File: src/rtl/octet_cpu_pkg.sv
package octet_cpu_pkg;

  localparam int unsigned INSTR_W = 8;
  localparam int unsigned SEL_W   = 3;
  localparam int unsigned IMM_W   = 6;
  localparam int unsigned NUM_GPR = 6;

  localparam logic [SEL_W-1:0] PORT_SEL = 3'd6;
  localparam logic [SEL_W-1:0] IMM_DST  = 3'd0;
  localparam logic [SEL_W-1:0] ALU_DST  = 3'd3;

  typedef enum logic [1:0] {
    CLS_IMM  = 2'b00,
    CLS_CALC = 2'b01,
    CLS_COPY = 2'b10,
    CLS_JUMP = 2'b11
  } cls_e;

  typedef enum logic [2:0] {
    ALU_OR   = 3'd0,
    ALU_NAND = 3'd1,
    ALU_NOR  = 3'd2,
    ALU_AND  = 3'd3,
    ALU_ADD  = 3'd4,
    ALU_SUB  = 3'd5,
    ALU_RSV6 = 3'd6,
    ALU_RSV7 = 3'd7
  } alu_op_e;

  typedef enum logic [2:0] {
    CND_NEVER  = 3'd0,
    CND_EQZ    = 3'd1,
    CND_LTZ    = 3'd2,
    CND_LEZ    = 3'd3,
    CND_ALWAYS = 3'd4,
    CND_NEZ    = 3'd5,
    CND_GEZ    = 3'd6,
    CND_GTZ    = 3'd7
  } cond_e;

  typedef enum logic [1:0] {
    WSRC_IMM  = 2'd0,
    WSRC_ALU  = 2'd1,
    WSRC_MOVE = 2'd2
  } wsrc_e;

  typedef struct packed {
    logic             wr_en;
    logic [SEL_W-1:0] wr_sel;
    wsrc_e            wr_src;
    logic             out_en;
    logic             in_rd;
    logic             is_jump;
    alu_op_e          alu_op;
    cond_e            cond;
    logic [SEL_W-1:0] src_sel;
    logic [IMM_W-1:0] imm;
  } dec_t;

endpackage

File: src/rtl/octet_cpu_decode.sv
module octet_cpu_decode
  import octet_cpu_pkg::*;
(
  input  logic [INSTR_W-1:0] instr,
  output dec_t               dec
);

  logic [SEL_W-1:0] fld_hi;
  logic [SEL_W-1:0] fld_lo;

  assign fld_hi = instr[5:3];
  assign fld_lo = instr[2:0];

  always_comb begin
    dec.wr_en   = 1'b0;
    dec.wr_sel  = IMM_DST;
    dec.wr_src  = WSRC_IMM;
    dec.out_en  = 1'b0;
    dec.in_rd   = 1'b0;
    dec.is_jump = 1'b0;
    dec.alu_op  = alu_op_e'(fld_lo);
    dec.cond    = cond_e'(fld_lo);
    dec.src_sel = fld_hi;
    dec.imm     = instr[IMM_W-1:0];
    unique case (cls_e'(instr[7:6]))
      CLS_IMM: begin
        dec.wr_en  = 1'b1;
        dec.wr_sel = IMM_DST;
      end
      CLS_CALC: begin
        dec.wr_en  = (fld_lo[2:1] != 2'b11);
        dec.wr_sel = ALU_DST;
        dec.wr_src = WSRC_ALU;
      end
      CLS_COPY: begin
        dec.wr_en  = (fld_lo < SEL_W'(NUM_GPR));
        dec.wr_sel = fld_lo;
        dec.wr_src = WSRC_MOVE;
        dec.out_en = (fld_lo == PORT_SEL);
        dec.in_rd  = (fld_hi == PORT_SEL);
      end
      CLS_JUMP: begin
        dec.is_jump = 1'b1;
      end
      default: ;
    endcase
  end

endmodule

File: src/rtl/octet_cpu_regfile.sv
module octet_cpu_regfile
  import octet_cpu_pkg::*;
#(
  parameter int unsigned DW = 8
) (
  input  logic             clk,
  input  logic             rst,
  input  logic             we,
  input  logic [SEL_W-1:0] wsel,
  input  logic [DW-1:0]    wdata,
  input  logic [SEL_W-1:0] rsel,
  output logic [DW-1:0]    rdata,
  output logic [DW-1:0]    r0,
  output logic [DW-1:0]    r1,
  output logic [DW-1:0]    r2,
  output logic [DW-1:0]    r3
);

  logic [NUM_GPR-1:0][DW-1:0] bank;

  for (genvar g = 0; g < NUM_GPR; g++) begin : g_gpr
    logic [DW-1:0] q;
    always_ff @(posedge clk) begin
      if (rst) begin
        q <= '0;
      end else if (we && (wsel == SEL_W'(g))) begin
        q <= wdata;
      end
    end
    assign bank[g] = q;
  end

  // Selectors beyond the register bank read as zero.
  always_comb begin
    rdata = '0;
    for (int i = 0; i < NUM_GPR; i++) begin
      if (rsel == SEL_W'(i)) rdata = bank[i];
    end
  end

  assign r0 = bank[0];
  assign r1 = bank[1];
  assign r2 = bank[2];
  assign r3 = bank[3];

endmodule

File: src/rtl/octet_cpu_alu.sv
module octet_cpu_alu
  import octet_cpu_pkg::*;
#(
  parameter int unsigned DW = 8
) (
  input  logic [DW-1:0] a,
  input  logic [DW-1:0] b,
  input  alu_op_e       op,
  output logic [DW-1:0] y
);

  always_comb begin
    unique case (op)
      ALU_OR:   y = a | b;
      ALU_NAND: y = ~(a & b);
      ALU_NOR:  y = ~(a | b);
      ALU_AND:  y = a & b;
      ALU_ADD:  y = a + b;
      ALU_SUB:  y = a - b;
      default:  y = '0;
    endcase
  end

endmodule

File: src/rtl/octet_cpu_cond.sv
module octet_cpu_cond
  import octet_cpu_pkg::*;
#(
  parameter int unsigned DW = 8
) (
  input  logic [DW-1:0] val,
  input  cond_e         cond,
  output logic          take
);

  logic is_neg;
  logic is_zero;

  assign is_neg  = val[DW-1];
  assign is_zero = (val == '0);

  always_comb begin
    unique case (cond)
      CND_NEVER:  take = 1'b0;
      CND_EQZ:    take = is_zero;
      CND_LTZ:    take = is_neg;
      CND_LEZ:    take = is_neg | is_zero;
      CND_ALWAYS: take = 1'b1;
      CND_NEZ:    take = ~is_zero;
      CND_GEZ:    take = ~is_neg;
      CND_GTZ:    take = ~is_neg & ~is_zero;
      default:    take = 1'b0;
    endcase
  end

endmodule

File: src/rtl/octet_cpu.sv
module octet_cpu
  import octet_cpu_pkg::*;
#(
  parameter int unsigned DW = 8,
  parameter int unsigned AW = 8
) (
  input  logic               clk,
  input  logic               rst,
  output logic [AW-1:0]      imem_addr,
  input  logic [INSTR_W-1:0] imem_data,
  input  logic [DW-1:0]      in_data,
  output logic               in_ack,
  output logic [DW-1:0]      out_data,
  output logic               out_vld
);

  dec_t          dec;
  logic [DW-1:0] r0_val, r1_val, r2_val, r3_val;
  logic [DW-1:0] rf_rd, move_val, alu_y, wr_data;
  logic          take;
  logic [AW-1:0] pc_q;
  logic [DW-1:0] out_q;
  logic          out_vld_q;
  logic          in_ack_q;

  octet_cpu_decode u_dec (
    .instr (imem_data),
    .dec   (dec)
  );

  octet_cpu_regfile #(.DW(DW)) u_rf (
    .clk   (clk),
    .rst   (rst),
    .we    (dec.wr_en),
    .wsel  (dec.wr_sel),
    .wdata (wr_data),
    .rsel  (dec.src_sel),
    .rdata (rf_rd),
    .r0    (r0_val),
    .r1    (r1_val),
    .r2    (r2_val),
    .r3    (r3_val)
  );

  octet_cpu_alu #(.DW(DW)) u_alu (
    .a  (r1_val),
    .b  (r2_val),
    .op (dec.alu_op),
    .y  (alu_y)
  );

  octet_cpu_cond #(.DW(DW)) u_cnd (
    .val  (r3_val),
    .cond (dec.cond),
    .take (take)
  );

  assign move_val = (dec.src_sel == PORT_SEL) ? in_data : rf_rd;

  always_comb begin
    unique case (dec.wr_src)
      WSRC_ALU:  wr_data = alu_y;
      WSRC_MOVE: wr_data = move_val;
      default:   wr_data = DW'(dec.imm);
    endcase
  end

  always_ff @(posedge clk) begin
    if (rst) begin
      pc_q <= '0;
    end else if (dec.is_jump && take) begin
      pc_q <= AW'(r0_val);
    end else begin
      pc_q <= pc_q + 1'b1;
    end
  end

  always_ff @(posedge clk) begin
    if (rst) begin
      out_q     <= '0;
      out_vld_q <= 1'b0;
      in_ack_q  <= 1'b0;
    end else begin
      out_vld_q <= dec.out_en;
      in_ack_q  <= dec.in_rd;
      if (dec.out_en) out_q <= move_val;
    end
  end

  assign imem_addr = pc_q;
  assign out_data  = out_q;
  assign out_vld   = out_vld_q;
  assign in_ack    = in_ack_q;

endmodule

File: config.mk
export PLATFORM = sky130hd
export DESIGN_NAME = octet_cpu
export DESIGN_NICKNAME = d
export VERILOG_FILES = /design/src/rtl/octet_cpu_pkg.sv /design/src/rtl/octet_cpu_decode.sv /design/src/rtl/octet_cpu_regfile.sv /design/src/rtl/octet_cpu_alu.sv /design/src/rtl/octet_cpu_cond.sv /design/src/rtl/octet_cpu.sv
export SDC_FILE = /design/constraint.sdc
export NUM_CORES = 1
export LEC_CHECK = 0
export BUFFER_PORTS_ARGS = -buffer_cell sky130_fd_sc_hd__buf_2
export CAP_MARGIN = 20
export CORE_MARGIN = 4
export CORE_UTILIZATION = 55
export CTS_CLUSTER_DIAMETER = 120
export CTS_CLUSTER_SIZE = 30
export DETAILED_ROUTE_END_ITERATION = 7
export GPL_ROUTABILITY_DRIVEN = 1
export PLACE_DENSITY = 0.8
export REMOVE_ABC_BUFFERS = 1
export SETUP_SLACK_MARGIN = 0.2
export SYNTH_ARGS = -nofsm -noshare
export SYNTH_HDL_FRONTEND = slang
export SYNTH_HIERARCHICAL = 1
export SYNTH_SLANG_ARGS = --single-unit
File: constraint.sdc
create_clock -name clk -period 3.8 [get_ports clk]
set_input_delay 0.76 -clock clk [delete_from_list [all_inputs] [get_ports clk]]
set_output_delay 0.76 -clock clk [all_outputs]
set_load 0.01 [all_outputs]
### Word level (Yosys, flattened, before mapping)

Cells that the tools add are included.

* equality and inequality tests: 24
* multiplexer cells: 15
* bitwise logic cells: 9
* $lt $le $gt $ge: 1
* reduce and logical (&&, ||, !) cells: 13
* add/subtract/negate cells: 3

Operators with widths (number)
* $mux W8: 8
* $pmux W8 S6: 1
* $eq A3 B3 Y1 const B: 9
* $eq A3 B2 Y1 const B: 6
* $not A8 Y8: 2
* $pmux W8 S2: 1
* $pmux W4 S3: 1
* $eq A3 B1 Y1 const B: 3
* $logic_not A3 Y1: 3
* $add A8 B1 Y8 const B: 1
* $add A8 B8 Y8: 1
* $and A8 B8 Y8: 1
* $logic_not A8 Y1: 1
* $or A8 B8 Y8: 1
* $pmux W1 S8: 1
* $sub A8 B8 Y8: 1
* $logic_and A1 B1 Y1: 7
* $eq A2 B2 Y1 const B: 3
* $eq A2 B1 Y1 const B: 2
* $pmux W2 S2: 1
* $lt A3 B3 Y1 const B: 1
* $not A1 Y1: 3
* $logic_not A2 Y1: 1
* $mux W2: 1
* 5 further kinds: 5

* register bits after elaboration: 66
* bits of input ports: 18
* logic and storage cells: 75

### Longest topological paths before layout

* depth in word-level cells: 9
* gate-level depth with buffers: 17
* depth with buffers taken out: 15

### Modules after synthesis

Netlist, hierarchy kept.

By module, submodules not included
* octet_cpu_regfile: seq. area each 960.9 um^2, area an instance 2189.6 um^2, cells an instance 239, instances 1
* octet_cpu: seq. area each 360.3 um^2, area an instance 940.9 um^2, cells an instance 111, instances 1
* octet_cpu_alu: seq. area each 0.0 um^2, area an instance 807.0 um^2, cells an instance 112, instances 1
* octet_cpu_decode: seq. area each 0.0 um^2, area an instance 198.9 um^2, cells an instance 26, instances 1
* octet_cpu_cond: seq. area each 0.0 um^2, area an instance 41.3 um^2, cells an instance 5, instances 1

### Least setup slack after synthesis

Ideal clock, no wire load.

* kind: input to register
* from: in imem_data[0]
* to: reg u_rf.g_gpr[4].q[7]
* path buffers: 3
* cell stages on the path: 16
* arrival: 3.036 ns
* library setup time: 0.128 ns
* path slack: 0.636 ns
* cells stage by stage: buf_4 -> buf_6 -> buf_2 -> nand2_1 -> o21ai_0 -> xor2_1 -> ha_1 -> a21o_1 -> a31o_2 -> a21oi_1 -> xnor2_1 -> o22ai_1 -> nand2_1 -> o21ai_0 -> mux2i_1 -> nor2_1

* word-level cells in the longest chain between the ends: 3

Ends and longest elaborated chain
* start, declared: RTL line octet_cpu.sv:10 `input logic [INSTR_W-1:0] imem_data,`
* $eq A3 B3 Y1, or another cell as far along: RTL line octet_cpu_alu.sv:13 `unique case (op)`
* $pmux W8 S6 (*): RTL line octet_cpu_alu.sv:13
* via alu_y[7]: RTL line octet_cpu.sv:19 `logic [DW-1:0] rf_rd, move_val, alu_y, wr_data;`
* $pmux W8 S2 (*): RTL line octet_cpu.sv:61 `unique case (dec.wr_src)`
* via wr_data[7]: RTL line octet_cpu.sv:19
* end signal, assigned: RTL line octet_cpu_regfile.sv:27 `q <= wdata;`
* end, declared: RTL line octet_cpu_regfile.sv:22 `logic [DW-1:0] q;`

Mark *: on every way through the listed nets, which the timed path passes. The rest lies on a longest branch.
A chain may end at the register's enable or synchronous reset.

### Final worst setup path

* from: reg u_rf.g_gpr[2].q[0], in the netlist u_rf/r2[0]
* to: reg u_rf.g_gpr[2].q[7], in the netlist u_rf/r2[7]

* word-level cells in the longest chain between the ends: 3

Ends and longest elaborated chain (RTL line)
* start, declared: octet_cpu_regfile.sv:22
* start signal, assigned: octet_cpu_regfile.sv:27
* $sub A8 B8 Y8 / $add A8 B8 Y8 (equally long branches): octet_cpu_alu.sv:19, octet_cpu_alu.sv:18
* $pmux W8 S6 (*): octet_cpu_alu.sv:13
* via alu_y[7]: octet_cpu.sv:19
* $pmux W8 S2 (*): octet_cpu.sv:61
* via wr_data[7]: octet_cpu.sv:19

Marks and branches as above.

==> qor.yml <==
finish:
  fill_cells: 636
  register_area_um2: 1321
  finalInstanceArea_um2: 4474
  multi_input_area_um2: 2549
  drive_above_1_share: 0.1519
  nNetsFinal: 534
  diodes: 0
  area_growth_pct: 7.098
  final_core_util: 0.6103
sta:
  hold_viol_final: 0
  maxSlewHeadroom: 0.3043
  worst_pin_slew_ps: 1033
  clock_skew_ps: 12.76
  setup_viol: 0
  rsz0062_at_grt: "no"
  drv_slew: 0
  fin_crit_sh: 0.8441
  min_period_ps: 3207
  fin_tns_setup_ps: 0
  max_freq_mhz: 311.8
drt:
  wl_met2_um: 4926
  drc: 0
  wl_met3_um: 796
  m1WireLength_um: 4670
  dr.pass1.iters: 5
  ant_nets: 0
  vias: 3644
  drt_iter0_markers: 296
  routedWlPerCell_um: 17.48
  routed.top_layer: "met4"
  avgViaCountPerCell: 6.013
  wl_um: 10590
clock_network:
  htreeDepth: 3
  clock_latency_ps: 350
  cts_tree: "yes"
  root_buffer: "clkbuf_8"
  cts_setup_buffers: 0
  ctsResizeCount: 0
  path_clk_slew_ps: 80
  cts.sinks: 66
  ctsHoldBuffers: 0
  numCtsBuffers: 9
  cts_max_path_buffers: 2
worst_setup_path:
  crit_path_end_kind: "flip-flop"
  worstRegToRegCells: 15
  cp_data_arrival_time_ps: 3430
  start_kind: "flip-flop"
  rrSetupSlack_ps: 590
  critPathMaxFanout: 6
  critPathRequiredTime_ps: 4020
  worstSetupPathType: "flip-flop to flip-flop"
  r2r_end: "u_rf/r2[7]"
  r2r_start: "u_rf/r2[0]"
power:
  power_mw: 1.661
  ir_drop_mv: 0.1467
  power.density_cell_area_nw_per_um2: 371.1
  p_leak_nw: 1.779
synthesis:
  yosysWarnings: 6
  ys_types: 58
  syn_avg_cell_area_um2: 8.474
  syn_area_um2: 4178
  yosysTopAreaCellShare: 0.3163
  synth.most_common_cell: "dfxtp_1"
  synth_cells: 493
  synthFlopType: "dfxtp_1"
  synth-edff-count: 0
  synthTopCellsByArea: "dfxtp_1 32%, mux2i_1 14%, nand2_1 5.5%"
  synth_commonest_cells: "66 x dfxtp_1, 61 x nand2_1, 58 x mux2i_1"
  seq_area_frac_synth: 0.3163
  async_reset_ff_frac: 0
  ys_seq_elements: 66
  yosys.area.top_type: "dfxtp_1"
global_route:
  antenna_found_initial: 0
  grt_pass1_vias: 3428
  globalRouteOverflowTotal: 0
  grt_first_pass_wirelength_um: 16840
  grtUsageTotal: 0.2412
  grt_max_degree: 67
floorplanning:
  core_um2: 7331
  io_pins: 36
  fp-row-count: 31
  dieArea_um2: 9054
  fp.dieH_um: 95.16
  fp.dieW_um: 95.16
  start_util: 0.5699
min_path:
  min_path_cells: 2
  hold_class: "flip-flop to flip-flop"
  min_to: "u_rf/g_gpr[5].q[1]"
  min-delay-start: "u_rf/g_gpr[5].q[1]"
placed_design:
  hpwl_um: 7712
  gp_congestion: 0.9510
  placed_area_um2: 4274
  numPortBuffers: 35
run:
  maxCapViolCount: 0
run_status:
  outcome: "completed"
==> worst max path at each step <==
stage / depth (start not counted) / to / startpoint
finish: 15 / u_rf/r2[7] / u_rf/r2[0]
floorplan: 13 / u_rf/r1[6] / imem_data[1]
global route: 14 / u_rf/g_gpr[4].q[5] / u_rf/r2[0]
detailed placement: 14 / u_rf/g_gpr[4].q[5] / imem_data[1]
CTS: 15 / u_rf/r2[7] / u_rf/r2[0]
global placement: 15 / u_rf/g_gpr[4].q[7] / imem_data[1]
==> sequential cells by signal, indices dropped and copies added (netlist names) <==
signal        cells
imem_addr         8
in_ack            1
out_data          8
out_vld           1
u_rf/g_gpr.q     16
u_rf/r0           8
u_rf/r1           8
u_rf/r2           8
u_rf/r3           8
==> report_power, final <==
part / total, mW / switching (mW) / internal, mW
Sequential: 0.743 / 0.0290 / 0.714
Combinational: 0.373 / 0.211 / 0.162
Clock: 0.545 / 0.291 / 0.254
Total: 1.66 / 0.531 / 1.13
==> per-stage QoR <==
| stage | worst slack [ps] | hold WS (ps) | instances |
|---|---|---|---|
| after detailed placement | 291.9 | 448.6 | 589 |
| after CTS | 604.5 | 459.7 | 605 |
| after global placement | 417.0 | 442.0 | 589 |
| after floorplan | 883.5 | 430.0 | 445 |
| after global routing | 351.4 | 477.4 | 606 |
| final | 592.6 | 456.8 | 606 |
==> final cells by class <==
class,count,share of cell area
multi-input cells,371,0.5696
flip-flops and latches,66,0.2953
repair buffers,46,0.06040
clock buffers,10,0.03076
well taps,99,0.02768
clock inverters,6,0.009508
inverters,8,0.006711
==> worst max-delay path, cell delays in order, from the launching register on <==
cell and delay [ps]:
dfxtp_1 390, inv_1 110, ha_1 180, nand2b_1 80, o41ai_1 370, xor2_1 190, ha_1 300, a21o_1 200
a31o_2 210, a21oi_1 170, xnor2_1 150, o22ai_1 100, nand2_1 70, o21ai_0 250, mux2i_1 240, nor2_1 70
==> cells by family after synthesis <==
group,count (synthesis),share of synthesized area
xor gates and xnor gates,20,0.04193
muxes,58,0.1390
DFF,66,0.3163
buffers and inverters,56,0.07667
adders and majority gates,14,0.04373
AOI/OAI and AO/OA,103,0.1653
and+or+nand+nor,176,0.2171
==> per-layer routing <==
metal,up-vias,global-route usage
li1,1758,-
met5,-,0
met3,22,0.05446
met2,157,0.3895
met1,1707,0.3208
met4,0,0.07212
==> cells in the final DEF, fill, tap and decap left out, drive strengths merged, types with 3 or more instances in the layout <==
master / n
dfxtp: 66
nand2: 61
mux2i: 58
nor2: 53
buf: 46
a21oi: 31
xnor2: 16
o21ai: 15
ha: 13
a211oi: 12
a221oi: 10
clkbuf: 10
inv: 8
nand3: 8
o21a: 8
nor3: 8
nor2b: 8
a21o: 6
a22oi: 5
and3: 5
or3: 4
xor2: 4
o22ai: 4
and4b: 4
clkinv: 4
nand2b: 3
and2: 3
and4: 3
a31oi: 3
Power figures use the tool's default switching activity.
